### src/rtl/ddr3_seq_pkg.sv
package ddr3_seq_pkg;
  typedef enum logic [1:0] {ST_IDLE, ST_HOLD, ST_WAIT, ST_RUN} seq_state_e;
  localparam int unsigned CFG_DDR3_BIT = 0;
endpackage

### src/rtl/seq_regs.sv
module seq_regs #(
  parameter int unsigned REF_W = 16
) (
  input  logic             clk_i,
  input  logic             rst_ni,
  input  logic             wr_en_i,
  input  logic             wr_sel_i,
  input  logic [REF_W-1:0] wr_data_i,
  input  logic             busy_i,
  output logic [REF_W-1:0] ref_o,
  output logic             start_o,
  output logic             ddr3_o
);
  logic [REF_W-1:0] ref_q;

  always_ff @(posedge clk_i or negedge rst_ni) begin
    if (!rst_ni)                  ref_q <= '0;
    else if (wr_en_i && !wr_sel_i) ref_q <= wr_data_i;
  end

  assign ref_o   = ref_q;
  assign start_o = wr_en_i && wr_sel_i && !busy_i;
  assign ddr3_o  = wr_data_i[ddr3_seq_pkg::CFG_DDR3_BIT];


  ref_wr_chk: assert property (@(posedge clk_i) disable iff (!rst_ni)
    (wr_en_i && !wr_sel_i) |=> (ref_q == $past(wr_data_i)));
endmodule

### src/rtl/seq_fsm.sv
module seq_fsm
  import ddr3_seq_pkg::*;
#(
  parameter int unsigned REF_W    = 16,
  parameter int unsigned SCALE_SH = 4,
  parameter int unsigned RST_CYC  = 200
) (
  input  logic             clk_i,
  input  logic             rst_ni,
  input  logic             start_i,
  input  logic             ddr3_i,
  input  logic [REF_W-1:0] ref_i,
  output seq_state_e       state_o,
  output logic             done_o
);
  localparam int unsigned DLY_W = REF_W + SCALE_SH;
  localparam int unsigned RC_W  = $clog2(RST_CYC + 1);
  localparam int unsigned CNT_W = (DLY_W > RC_W) ? DLY_W : RC_W;

  seq_state_e       state_q;
  logic [CNT_W-1:0] cnt_q;
  logic [DLY_W-1:0] dly_q;
  logic             ddr3_q, done_q;

  always_ff @(posedge clk_i or negedge rst_ni) begin
    if (!rst_ni) begin
      state_q <= ST_IDLE;
      cnt_q   <= '0;
      dly_q   <= '0;
      ddr3_q  <= 1'b0;
      done_q  <= 1'b0;
    end else begin
      done_q <= 1'b0;
      if (start_i) begin
        state_q <= ST_HOLD;
        cnt_q   <= CNT_W'(RST_CYC - 1);
        dly_q   <= {ref_i, {SCALE_SH{1'b0}}};
        ddr3_q  <= ddr3_i;
      end else begin
        unique case (state_q)
          ST_HOLD: begin
            if (cnt_q == '0) begin
              if (ddr3_q && dly_q != '0) begin
                state_q <= ST_WAIT;
                cnt_q   <= CNT_W'(dly_q - 1'b1);
              end else begin
                state_q <= ST_RUN;
                done_q  <= 1'b1;
              end
            end else cnt_q <= cnt_q - 1'b1;
          end
          ST_WAIT: begin
            if (cnt_q == '0) begin
              state_q <= ST_RUN;
              done_q  <= 1'b1;
            end else cnt_q <= cnt_q - 1'b1;
          end
          default: ;
        endcase
      end
    end
  end

  assign state_o = state_q;
  assign done_o  = done_q;


  done_entry_chk: assert property (@(posedge clk_i) disable iff (!rst_ni)
    done_q |-> (state_q == ST_RUN && $past(state_q) != ST_RUN));

  wait_ddr3_chk: assert property (@(posedge clk_i) disable iff (!rst_ni)
    (state_q == ST_WAIT) |-> ddr3_q);
endmodule

### src/rtl/refresh_timer.sv
module refresh_timer #(
  parameter int unsigned REF_W    = 16,
  parameter int unsigned SCALE_SH = 4
) (
  input  logic             clk_i,
  input  logic             rst_ni,
  input  logic             run_i,
  input  logic [REF_W-1:0] ref_i,
  output logic             req_o
);
  localparam int unsigned PER_W = REF_W + SCALE_SH;

  logic [PER_W-1:0] period, cnt_q;
  logic             req_q;

  assign period = {ref_i, {SCALE_SH{1'b0}}};

  always_ff @(posedge clk_i or negedge rst_ni) begin
    if (!rst_ni) begin
      cnt_q <= '0;
      req_q <= 1'b0;
    end else begin
      req_q <= 1'b0;
      if (!run_i || cnt_q == '0) begin
        // preload while idle so the first interval uses the value at entry
        cnt_q <= (period == '0) ? '0 : period - 1'b1;
        req_q <= run_i && (period != '0);
      end else begin
        cnt_q <= cnt_q - 1'b1;
      end
    end
  end

  assign req_o = req_q;


  req_in_run_chk: assert property (@(posedge clk_i) disable iff (!rst_ni)
    req_q |-> $past(run_i));

  zero_quiet_chk: assert property (@(posedge clk_i) disable iff (!rst_ni)
    (run_i && period == '0 && cnt_q == '0) |=> !req_q);
endmodule

### src/rtl/ddr3_pwrup_seq.sv
module ddr3_pwrup_seq
  import ddr3_seq_pkg::*;
#(
  parameter int unsigned REF_W    = 16,
  parameter int unsigned SCALE_SH = 4,
  parameter int unsigned RST_CYC  = 200
) (
  input  logic             clk_i,
  input  logic             rst_ni,
  input  logic             wr_en_i,
  input  logic             wr_sel_i,
  input  logic [REF_W-1:0] wr_data_i,
  output logic             mem_rst_no,
  output logic             cke_o,
  output logic             busy_o,
  output logic             done_o,
  output logic             ref_req_o
);
  logic [REF_W-1:0] ref_val;
  logic             cfg_start, cfg_ddr3;
  seq_state_e       state;

  seq_regs #(.REF_W(REF_W)) u_regs (
    .clk_i, .rst_ni, .wr_en_i, .wr_sel_i, .wr_data_i,
    .busy_i (busy_o),
    .ref_o  (ref_val),
    .start_o(cfg_start),
    .ddr3_o (cfg_ddr3)
  );

  seq_fsm #(.REF_W(REF_W), .SCALE_SH(SCALE_SH), .RST_CYC(RST_CYC)) u_fsm (
    .clk_i, .rst_ni,
    .start_i(cfg_start),
    .ddr3_i (cfg_ddr3),
    .ref_i  (ref_val),
    .state_o(state),
    .done_o (done_o)
  );

  refresh_timer #(.REF_W(REF_W), .SCALE_SH(SCALE_SH)) u_ref (
    .clk_i, .rst_ni,
    .run_i(state == ST_RUN),
    .ref_i(ref_val),
    .req_o(ref_req_o)
  );

  assign mem_rst_no = (state == ST_WAIT) || (state == ST_RUN);
  assign cke_o      = (state == ST_RUN);
  assign busy_o     = (state == ST_HOLD) || (state == ST_WAIT);


  cke_rst_chk: assert property (@(posedge clk_i) disable iff (!rst_ni)
    cke_o |-> mem_rst_no);

  done_rise_chk: assert property (@(posedge clk_i) disable iff (!rst_ni)
    done_o |-> (cke_o && !busy_o && !$past(cke_o)));

  busy_ignore_chk: assert property (@(posedge clk_i) disable iff (!rst_ni)
    busy_o |-> !cfg_start);
endmodule

### config.mk
export PLATFORM = sky130hd
export DESIGN_NAME = ddr3_pwrup_seq
export DESIGN_NICKNAME = d
export VERILOG_FILES = /design/src/rtl/ddr3_seq_pkg.sv /design/src/rtl/seq_regs.sv /design/src/rtl/seq_fsm.sv /design/src/rtl/refresh_timer.sv /design/src/rtl/ddr3_pwrup_seq.sv
export SDC_FILE = /design/constraint.sdc
export NUM_CORES = 1
export LEC_CHECK = 0
export BUFFER_PORTS_ARGS = -buffer_cell sky130_fd_sc_hd__buf_2
export CAP_MARGIN = 20
export CORE_MARGIN = 10
export CORE_UTILIZATION = 48
export CTS_BUF_LIST = sky130_fd_sc_hd__clkbuf_4
export DETAILED_ROUTE_END_ITERATION = 10
export PLACE_DENSITY = 0.73
export RECOVER_POWER = 25
export SLEW_MARGIN = 20
export SYNTH_ARGS = -nofsm -noshare
export SYNTH_HDL_FRONTEND = slang
export SYNTH_HIERARCHICAL = 1
export SYNTH_SLANG_ARGS = --single-unit
export TNS_END_PERCENT = 10
### constraint.sdc
create_clock -name clk_i -period 3.2 [get_ports clk_i]
set_input_delay 0.32 -clock clk_i [delete_from_list [all_inputs] [get_ports clk_i]]
set_output_delay 0.32 -clock clk_i [all_outputs]
set_load 0.01 [all_outputs]
==> impl_metrics.csv <==
group,metric,value,unit
outcome,outcome,"complete, but fails checks",
outcome,violations,"capacitance limit, slew limit",
clocking,cts.sinks,77,
synth,avgSynthCellArea,9.83,µm²
routing,vias_per_cell,5.95,
clocking,cts_hold_buf,0,
synth,yosys-top-cells-count,"dfrtp_1 (77), nand2_1 (34), nor2_1 (34)",
final_layout,nets,526,
floorplanning,die_width,119,µm
timing,fin_crit,2.52,ns
setup_path,critical_path.max_stage_delay,0.45,ns
final_layout,multi_input_area,2530,µm²
setup_path,critPathKind,"reg -> reg",
clocking,cts_tree,"yes",
synth,ys.flop_type,"dfrtp_1",
clocking,htree_levels,3,
setup_path,cp-start-kind,"register",
routing,drc,0,
global_routing,overflow,0,
floorplanning,start_util,0.500,
timing,hold_viol,0,
clocking,clock_path_buffers,2,
clocking,clk_pin_slew,0.13,ns
clocking,cts_resized,0,
setup_path,r2r.worst_path.cells,8,
timing,slew-limit-headroom,-0.285,
global_routing,grt_start_max_net_pins,78,
timing,whs,0.114,ns
clocking,clk_latency,0.42,ns
synth,synthTopCellsByArea,"dfrtp_1 (41%), mux2_2 (5.3%), xnor2_1 (3.4%), mux2_4 (3.2%), xor2_1 (3.2%)",
synth,yosysTopAreaCellShare,0.414,
pwr,p_clk_frac,0.152,
timing,fmax,397,MHz
synth,syn_area,4660,µm²
pwr,ir_drop,0.000274,V
synth,synth_edf_count,0,
global_routing,grt_pass1_vias,3607,
pwr,seqPwrFrac,0.475,
timing,setup_violations,0,
pwr,swShare,0.411,
place,post-place-ws,0.719,ns
final_layout,drive_gt1_frac,0.188,
setup_path,worst_path_max_delay_cell,"dfrtp_1",
setup_path,cp-end-kind,"register",
pwr,p_leak,0.00204,µW
timing,finalCritPeriodShare,0.787,
place,gp_congestion,0.843,
synth,syn_nets,504,
synth,ys_async_sr_fraction,1.00,
timing,setup_ws,0.682,ns
setup_path,worst-path-buf-inv,1,
setup_path,critPathTopFamily,"simple AND/OR/NAND/NOR gates",
hold_path,hold_depth,2,
flow_run,cap_violations,1,
global_routing,grt_util_all_layers,0.154,
pwr,p_switching,1510,µW
floorplanning,core,9330,µm²
pwr,p_per_area,740,nW/µm²
pwr,intPower,2170,µW
timing,fin_tns_setup,0,ns
setup_path,cp_cell_sequence,"inv_1 -> ha_1 -> nor4b_1 -> nand4_1 -> or3_1 -> nor3_1 -> o22ai_1 -> a221oi_2",
final_layout,seq_area,1930,µm²
timing,skew,0.0174,ns
hold_path,hp-class,"in -> reg",
setup_path,crit_arrival,2.84,ns
timing,rsz0062_at_grt,"no",
global_routing,grt_pass1_wl,18300,µm
synth,yosysWarnings,6,
floorplanning,io-pin-count,25,
place,hpwl,7570,µm
synth,ys_ff_latch,77,
synth,synth_area_leader_cell,"dfrtp_1",
routing,ant_nets,0,
final_layout,syn_to_final_growth,6.82,%
setup_path,crit_fanout,5,
global_routing,antenna_found_initial,0,
routing,drt-total-wl,10800,µm
routing,wl_per_cell,17.1,µm
synth,synth.most_common_cell,"dfrtp_1",
clocking,post_cts_buffers,0,
clocking,cts_buffers,9,
final_layout,stdcell_count,629,
timing,maxSlewViolCount,78,
synth,ys_types,71,
setup_path,path_depth,8,
synth,seq_area_frac_synth,0.414,
timing,tightest_slew,1.93,ns
place,port-buffer-count,24,
clocking,root_buffer,"clkbuf_4",
floorplanning,dieHeight,119,µm
synth,synth_cells,474,
routing,routed-via-count,3743,
setup_path,required,3.52,ns
pwr,p_comb_frac,0.373,
final_layout,diodes,0,
floorplanning,die_area,14000,µm²
place,dp.cells,614,
final_layout,fillers,850,
routing,first_iter_violations,340,
floorplanning,num_rows,35,
routing,drt_pass1_iterations,5,
## layer usage
metal	GRT usage	vias up	part of all wire
met5	0	-	0
met1	0.207	1818	0.46
met2	0.243	127	0.46
li1	-	1780	-
met4	0.0511	0	0.017
met3	0.0300	18	0.060
## registers in the layout, indices dropped and copies added (netlist names)
| name | count |
|---|---|
| u_ref/req_o | 1 |
| u_ref/cnt_q | 20 |
| u_fsm/dly_q | 16 |
| u_regs/ref_o | 16 |
| u_fsm/cnt_q | 20 |
| u_fsm/state_o | 2 |
| u_fsm/ddr3_q | 1 |
| u_fsm/done_o | 1 |
## worst reg2reg max path, stage by stage, from the launching register on
cell and delay (ns):
dfrtp_1 0.45, inv_1 0.11, ha_1 0.25, nor4b_1 0.42, nand4_1 0.22, or3_1 0.42
nor3_1 0.23, o22ai_1 0.12, a221oi_2 0.23
## cell families after synthesis
kind of cell    Yosys count  share of synthesized area
buf+inv                  38                     0.0440
fa+ha+maj                10                     0.0269
xor+xnor                 35                     0.0658
mux                      34                     0.0897
flops                    77                      0.414
compound gates          103                      0.144
simple gates            177                      0.216
## final timing paths
kind | from | endpoint | slack, ns
setup / recovery | u_fsm/cnt_q[0]$_DFFE_PN0P_ | u_fsm/cnt_q[18]$_DFFE_PN0P_ | 0.68
hold / removal | wr_data_i[11] | u_regs/ref_o[11]$_DFFE_PN0P_ | 0.11
setup reg to reg | u_fsm/cnt_q[0]$_DFFE_PN0P_ | u_fsm/cnt_q[18]$_DFFE_PN0P_ | 0.68
hold reg to reg | u_ref/cnt_q[0]$_DFF_PN0_ | u_ref/cnt_q[0]$_DFF_PN0_ | 0.48
max in group asynchronous | rst_ni | u_fsm/state_o[1]$_DFFE_PN0P_ | 1.63
min in group asynchronous | rst_ni | u_ref/cnt_q[2]$_DFF_PN0_ | 0.42
## cells in the final DEF, fill, tap and decap left out, types with 3 or more instances in the layout
cell	n
nor2b_1	4
nand2_1	34
dfrtp_1	77
clkbuf_4	9
buf_4	6
or3_1	8
a211oi_1	3
nor2_1	33
a32o_1	4
o22ai_1	4
nor3_1	22
nand3_1	16
o21ai_0	23
mux2_2	22
nand4_1	3
nor4b_1	4
or4_1	6
xor2_1	17
and3_1	3
nand3b_1	4
xnor2_1	18
o21ai_1	7
mux2_4	10
ha_1	10
nor4_1	13
inv_1	19
buf_2	23
a31oi_1	5
nand2b_1	7
a21oi_1	28
o32ai_1	4
## through the flow
stage                     utilization  power [µW]  area (µm²)
after detailed placement        0.521        3120        4860
final                           0.534        3680        4980
after floorplan                     -        2730        4660
after CTS                       0.534        3680        4980
after global placement          0.521        3060        4860
after global routing            0.534        3950        4980
## area by class of cell
type | instances | share of cell area
sequential | 77 | 0.387
multi-input combinational | 359 | 0.508
timing repair buffer | 30 | 0.0332
tap | 129 | 0.0324
clock inverter | 6 | 0.0111
inverter | 19 | 0.0143
clock buffer | 9 | 0.0136
## power by group through the flow
stage               registers, µW  clock network [µW]  logic [µW]
global placement             1740                   0        1320
finish                       1750                 558        1380
global route                 1800                 611        1540
detailed placement           1760                   0        1360
CTS                          1740                 569        1370
floorplan                    1640                   0        1090
(Power assumes the default switching activity.)
